### src/rtl/dac_fe_pkg.sv
// Package: shared command codes and word field positions for the DAC
// serial front end. Assumes the command sits in the last 24 bits of a word.
package dac_fe_pkg;
    localparam int CORE_BITS = 24;
    localparam int CMD_HI    = 23;
    localparam int CMD_LO    = 20;
    localparam int FIELD_W   = 16;

    typedef enum logic [3:0] {
        CMD_LOAD_STAGE = 4'b0000,
        CMD_COMMIT     = 4'b0001,
        CMD_LOAD_BOTH  = 4'b0011,
        CMD_SLEEP      = 4'b0100,
        CMD_IDLE       = 4'b1111
    } cmd_e;

    // Clear value for a register of the given width.
    function automatic logic [FIELD_W-1:0] clear_code(input int bits, input bit mid);
        logic [FIELD_W-1:0] v;
        v = '0;
        if (mid) v[bits-1] = 1'b1;
        return v;
    endfunction
endpackage

### src/rtl/dac_fe_pin_edge.sv
// Module: registers a group of pins once per clock and reports rising and
// falling edges against the previous sample. Assumes pins are already
// synchronous to clk or changed far from its edges.
module dac_fe_pin_edge #(
    parameter int              W         = 3,
    parameter logic [W-1:0]    RST_LEVEL = '0
) (
    input  logic         clk,
    input  logic         rst_n,
    input  logic [W-1:0] pins,
    output logic [W-1:0] prev,
    output logic [W-1:0] rise,
    output logic [W-1:0] fall
);
    // Hold the level seen at the previous clock edge.
    always_ff @(posedge clk) begin
        if (!rst_n) prev <= RST_LEVEL;
        else        prev <= pins;
    end

    // Edge flags compare the live pin with its previous sample.
    always_comb begin
        rise = pins & ~prev;
        fall = ~pins & prev;
    end
endmodule

### src/rtl/dac_fe_shifter.sv
// Module: serial input shift register with chained output. Shifts on a
// detected serial-clock rise while selected and moves the top bit to sdo on
// the following detected fall. Assumes SHIFT_BITS >= 24.
module dac_fe_shifter #(
    parameter int SHIFT_BITS = 32
) (
    input  logic                  clk,
    input  logic                  rst_n,
    input  logic                  sel,
    input  logic                  sck_rise,
    input  logic                  sck_fall,
    input  logic                  sdi,
    output logic [SHIFT_BITS-1:0] word,
    output logic                  sdo
);
    // Shift a new bit in at the bottom on each selected rise.
    always_ff @(posedge clk) begin
        if (!rst_n)                word <= '0;
        else if (sel && sck_rise)  word <= {word[SHIFT_BITS-2:0], sdi};
    end

    // Present the oldest bit on each selected fall.
    always_ff @(posedge clk) begin
        if (!rst_n)                sdo <= 1'b0;
        else if (sel && sck_fall)  sdo <= word[SHIFT_BITS-1];
    end
endmodule

### src/rtl/dac_fe_regs.sv
// Module: command decoder with the double-buffered staging and live
// registers, load-pin rules and power-down flag. Assumes one event set per
// clock; clear wins over everything else on the registers.
module dac_fe_regs
    import dac_fe_pkg::*;
#(
    parameter int CODE_BITS = 16,
    parameter bit CLEAR_MID = 1'b0
) (
    input  logic                 clk,
    input  logic                 rst_n,
    input  logic [CORE_BITS-1:0] core,
    input  logic                 cs_rise,
    input  logic                 cs_low_q,
    input  logic                 ldac_fall,
    input  logic                 ldac_n,
    input  logic                 clr_n,
    output logic [CODE_BITS-1:0] live_code,
    output logic                 sleep
);
    localparam logic [FIELD_W-1:0]   CLR_FULL = clear_code(CODE_BITS, CLEAR_MID);
    localparam logic [CODE_BITS-1:0] CLR_VAL  = CLR_FULL[CODE_BITS-1:0];

    logic [CODE_BITS-1:0] stage_q, stage_d, live_d;
    logic                 sleep_d, pend_q, pend_d, pend_eff;
    logic [CODE_BITS-1:0] field_code;
    cmd_e                 cmd;

    // Slice the command and the top CODE_BITS of the data field.
    always_comb begin
        cmd        = cmd_e'(core[CMD_HI:CMD_LO]);
        field_code = core[FIELD_W-1 -: CODE_BITS];
        pend_eff   = pend_q | (ldac_fall & cs_low_q);
    end

    // Next-state rules for both registers, the pending load and power state.
    always_comb begin
        stage_d = stage_q;
        live_d  = live_code;
        sleep_d = sleep;
        pend_d  = pend_q;
        if (cs_rise) begin
            case (cmd)
                CMD_LOAD_STAGE: stage_d = field_code;
                CMD_COMMIT:     begin live_d = stage_q; sleep_d = 1'b0; end
                CMD_LOAD_BOTH:  begin stage_d = field_code; live_d = field_code; sleep_d = 1'b0; end
                CMD_SLEEP:      if (ldac_n) sleep_d = 1'b1;
                default:        ;
            endcase
            if (pend_eff) begin
                live_d  = stage_d;
                sleep_d = 1'b0;
                pend_d  = 1'b0;
            end
        end else if (ldac_fall && cs_low_q) begin
            pend_d = 1'b1;
        end else if (ldac_fall) begin
            live_d  = stage_q;
            sleep_d = 1'b0;
        end
        if (!ldac_n) sleep_d = 1'b0;
        if (!clr_n) begin
            stage_d = CLR_VAL;
            live_d  = CLR_VAL;
            pend_d  = 1'b0;
        end
    end

    // Register update with synchronous reset to the clear value.
    always_ff @(posedge clk) begin
        if (!rst_n) begin
            stage_q   <= CLR_VAL;
            live_code <= CLR_VAL;
            sleep     <= 1'b0;
            pend_q    <= 1'b0;
        end else begin
            stage_q   <= stage_d;
            live_code <= live_d;
            sleep     <= sleep_d;
            pend_q    <= pend_d;
        end
    end
endmodule

### src/rtl/dac_serial_frontend.sv
// Module: top of the DAC serial command interface. Samples the pins with
// clk, shifts serial words, executes commands on select rise and drives the
// live code, power-down flag and chained output. Assumes pin edges are at
// least one clk period apart.
module dac_serial_frontend
    import dac_fe_pkg::*;
#(
    parameter int CODE_BITS  = 16,
    parameter bit CLEAR_MID  = 1'b0,
    parameter int SHIFT_BITS = 32
) (
    input  logic                 clk,
    input  logic                 rst_n,
    input  logic                 sck,
    input  logic                 sdi,
    input  logic                 cs_n,
    input  logic                 ldac_n,
    input  logic                 clr_n,
    output logic                 sdo,
    output logic [CODE_BITS-1:0] dac_code,
    output logic                 powered_down
);
    localparam int PIN_W = 3;
    localparam int P_SCK = 0;
    localparam int P_CS  = 1;
    localparam int P_LD  = 2;

    logic [PIN_W-1:0]      pins, pin_prev, pin_rise, pin_fall;
    logic [SHIFT_BITS-1:0] word;

    // Gather the edge-detected pins into one vector.
    always_comb pins = {ldac_n, cs_n, sck};

    dac_fe_pin_edge #(
        .W         (PIN_W),
        .RST_LEVEL (3'b110)
    ) edge_i (
        .clk   (clk),
        .rst_n (rst_n),
        .pins  (pins),
        .prev  (pin_prev),
        .rise  (pin_rise),
        .fall  (pin_fall)
    );

    dac_fe_shifter #(
        .SHIFT_BITS (SHIFT_BITS)
    ) shift_i (
        .clk      (clk),
        .rst_n    (rst_n),
        .sel      (~cs_n),
        .sck_rise (pin_rise[P_SCK]),
        .sck_fall (pin_fall[P_SCK]),
        .sdi      (sdi),
        .word     (word),
        .sdo      (sdo)
    );

    dac_fe_regs #(
        .CODE_BITS (CODE_BITS),
        .CLEAR_MID (CLEAR_MID)
    ) regs_i (
        .clk       (clk),
        .rst_n     (rst_n),
        .core      (word[CORE_BITS-1:0]),
        .cs_rise   (pin_rise[P_CS]),
        .cs_low_q  (~pin_prev[P_CS]),
        .ldac_fall (pin_fall[P_LD]),
        .ldac_n    (ldac_n),
        .clr_n     (clr_n),
        .live_code (dac_code),
        .sleep     (powered_down)
    );
endmodule

### config.mk
export PLATFORM = sky130hd
export DESIGN_NAME = dac_serial_frontend
export DESIGN_NICKNAME = d
export VERILOG_FILES = /design/src/rtl/dac_fe_pkg.sv /design/src/rtl/dac_fe_pin_edge.sv /design/src/rtl/dac_fe_shifter.sv /design/src/rtl/dac_fe_regs.sv /design/src/rtl/dac_serial_frontend.sv
export SDC_FILE = /design/constraint.sdc
export NUM_CORES = 1
export LEC_CHECK = 0
export CELL_PAD_IN_SITES_DETAIL_PLACEMENT = 2
export CELL_PAD_IN_SITES_GLOBAL_PLACEMENT = 2
export CORE_MARGIN = 2
export CORE_UTILIZATION = 40
export DETAILED_ROUTE_END_ITERATION = 10
export DONT_BUFFER_PORTS = 1
export PLACE_DENSITY = 0.91
export SLEW_MARGIN = 25
export SYNTH_ARGS = -nofsm -noshare
export SYNTH_HDL_FRONTEND = slang
export SYNTH_SLANG_ARGS = --single-unit
### constraint.sdc
create_clock -name clk -period 2.9 [get_ports clk]
set_clock_uncertainty 0.2 [all_clocks]
set_input_delay 0.435 -clock clk [delete_from_list [all_inputs] [get_ports clk]]
set_output_delay 0.435 -clock clk [all_outputs]
set_load 0.02 [all_outputs]
==> metrics.txt <==
TritonCTS clock tree=yes; vias in the first global route=2352; Max VDD drop=0.000213 V; vias per cell=5.54; clk_lat worst skew=0.35 ns; Levels on crit path=5; Critical Path Max Stage Delay=0.44 ns; Diodes inserted=0; Syn Area/Cell=9.03 um^2; Worst Path Arrival=2.25 ns; largest net degree at the start of global routing=39; Crit. End Element=register; core area=6760 um^2; worst hold path depth=2; wire per inst=20.1 um; Worst setup SP type=register; Pwr per Cell Area=605 nW/um^2; measured slew at the worst slew-check pin=0.768 ns; first-pass GRT wire length=12500 um; Syn. warnings=0; CTS Buf Count=9; Yosys reg bits=70; Fmax=465 MHz; ys async rst share=0; post-DP HPWL=4420 um; DRC errors left=0; R2R cell count=5; setup TNS=0 ns; Cell variety after synth=34; RSZ-0062 raised after global routing=no; drt first pass iters=4; worst-case clock buffer depth=2; num ports=25; NumNets Final=312; clock-pin slew on the worst setup and hold paths=0.08 ns; Routed Wire Length=7860 um; Mapped Cells=306; Final Power=0.00184 W; most common cell in the netlist=nand2_1; leak pwr=0.985 nW; Final ANT Viol Nets=0; initial drt markers=78; Min-Delay Path Class=input port to register; H-tree Lvls=3; Root Driver=clkbuf_8; Synth area leaders=dfxtp_1 51%, nand2_1 14%, a221o_1 5.4%; Setup Fix Bufs, Post-CTS=0; CP required=3.00 ns; status=completed; Worst path slowest cell=nor2b_1; Hold Vio Cnt, Final=0; Sink Count=70; std cell rows=30; area growth from synthesis to final layout=9.83%; crit path kind=register to register; top-area cell type share of the netlist area=0.507; Pins Over Slew Limit=0; initial antenna violation count=0; die width=87.1 um; setup violators final=0; Post-Syn Nets=313; Die Y=87.1 um; grt ovf=0; Initial Util=0.409; worst hold slack=0.0108 ns; Post-synth EDFFs=0; synthesized cell area=2760 um^2; CP Cell Sequence=nor2b_1 -> o32a_1 -> buf_4 -> o2111a_4 -> a221o_1; Buffers on Ports=0; sequential area share after synthesis=0.507; share of layout cells above drive strength 1=0.0871; delay-heaviest family, CP=compound AO/OA/AOI/OAI gates; Final Non-Filler Cells=390; area leader, netlist=dfxtp_1; Period minus WS final=2.15 ns; sum of buffers and inverters on the critical path=1; total number of vias=2160; worst-path fanout max=18; Slew headroom=0.484; main flop type after synthesis=dfxtp_1; fin crit share=0.741; Total Routing Usage GR=0.218; synth cell count leaders=101 x nand2_1, 70 x dfxtp_1, 19 x a21oi_1, 18 x a21boi_0, 16 x nor3b_1; Die Area=7590 um^2; maxcap violations=0; placed instance count=370; routability cong.=0.786
[power breakdown]
| part | switching, W | internal, W | leakage, nW | total (W) |
|---|---|---|---|---|
| Combinational | 0.0000487 | 0.0000236 | 0.318 | 0.0000724 |
| Sequential | 0.00000394 | 0.000964 | 0.565 | 0.000968 |
| Clock | 0.000379 | 0.000417 | 0.102 | 0.000797 |
[through the flow]
| stage | util | worst slack [ns] | cell area, um^2 |
|---|---|---|---|
| after global placement | 0.414 | 0.788 | 2800 |
| final | 0.449 | 0.750 | 3030 |
| after CTS | 0.448 | 0.747 | 3020 |
| after global routing | 0.449 | 0.590 | 3030 |
| after detailed placement | 0.414 | 0.763 | 2800 |
| after floorplan | - | 0.965 | 2760 |
[timing repair]
item                      in CTS  in global routing
hold buffers                   3                  1
resized for setup              0                  0
hold endpoints to repair       2                  1
[cells by family after synthesis]
| logic type | synth area share |
|---|---|
| xor gates and xnor gates | 0.00589 |
| muxes | 0.00725 |
| DFF | 0.507 |
| and+or+nand+nor | 0.237 |
| AOI/OAI and AO/OA | 0.201 |
| buffers and inverters | 0.0421 |
[worst paths after layout]
kind / to / slack (ns) / startpoint
max reg2reg: regs_i.live_code[8] / 0.75 / edge_i.prev[2]
min reg2reg: shift_i.word[31] / 0.25 / shift_i.word[30]
max: regs_i.live_code[8] / 0.75 / edge_i.prev[2]
min: regs_i.sleep / 0.01 / rst_n
[flip-flops by register name (all words and copies together), names as in the netlist]
signal,flops
shift_i.sdo,1
regs_i.live_code,16
regs_i.pend_q,1
regs_i.stage_q,16
edge_i.prev,3
shift_i.word,32
regs_i.sleep,1
[layout make-up]
cell class | count | area [um^2]
fillers | 730 | 3720
multi-input cells | 213 | 1240
inverters | 1 | 3.75
repair buffers | 10 | 85.1
well taps | 80 | 100
flip-flops and latches | 70 | 1400
clock inverters | 6 | 61.3
clock buffers | 10 | 138
[cell usage in the layout (no fill, tap or decap), types with 2 or more instances in the layout]
cell type	n
nor3b_1	16
nand2_1	101
nor2b_1	3
dlygate4sd3_1	4
a21boi_0	18
clkinv_2	3
clkbuf_8	10
a21boi_1	14
nor2_1	3
a21oi_1	19
nor3_1	2
a221o_1	15
nand2b_1	3
and2_1	2
dfxtp_1	70
buf_4	6
mux2i_1	2
[routing by layer]
metal | vias to the layer above | wire length, um | GRT usage
met5 | - | 0 | 0
met4 | 0 | 78 | 0.0713
met3 | 8 | 246 | 0.0569
met2 | 33 | 4000 | 0.373
met1 | 1077 | 3530 | 0.266
li1 | 1042 | - | -
Note: power is estimated with default switching activity, not from simulation.
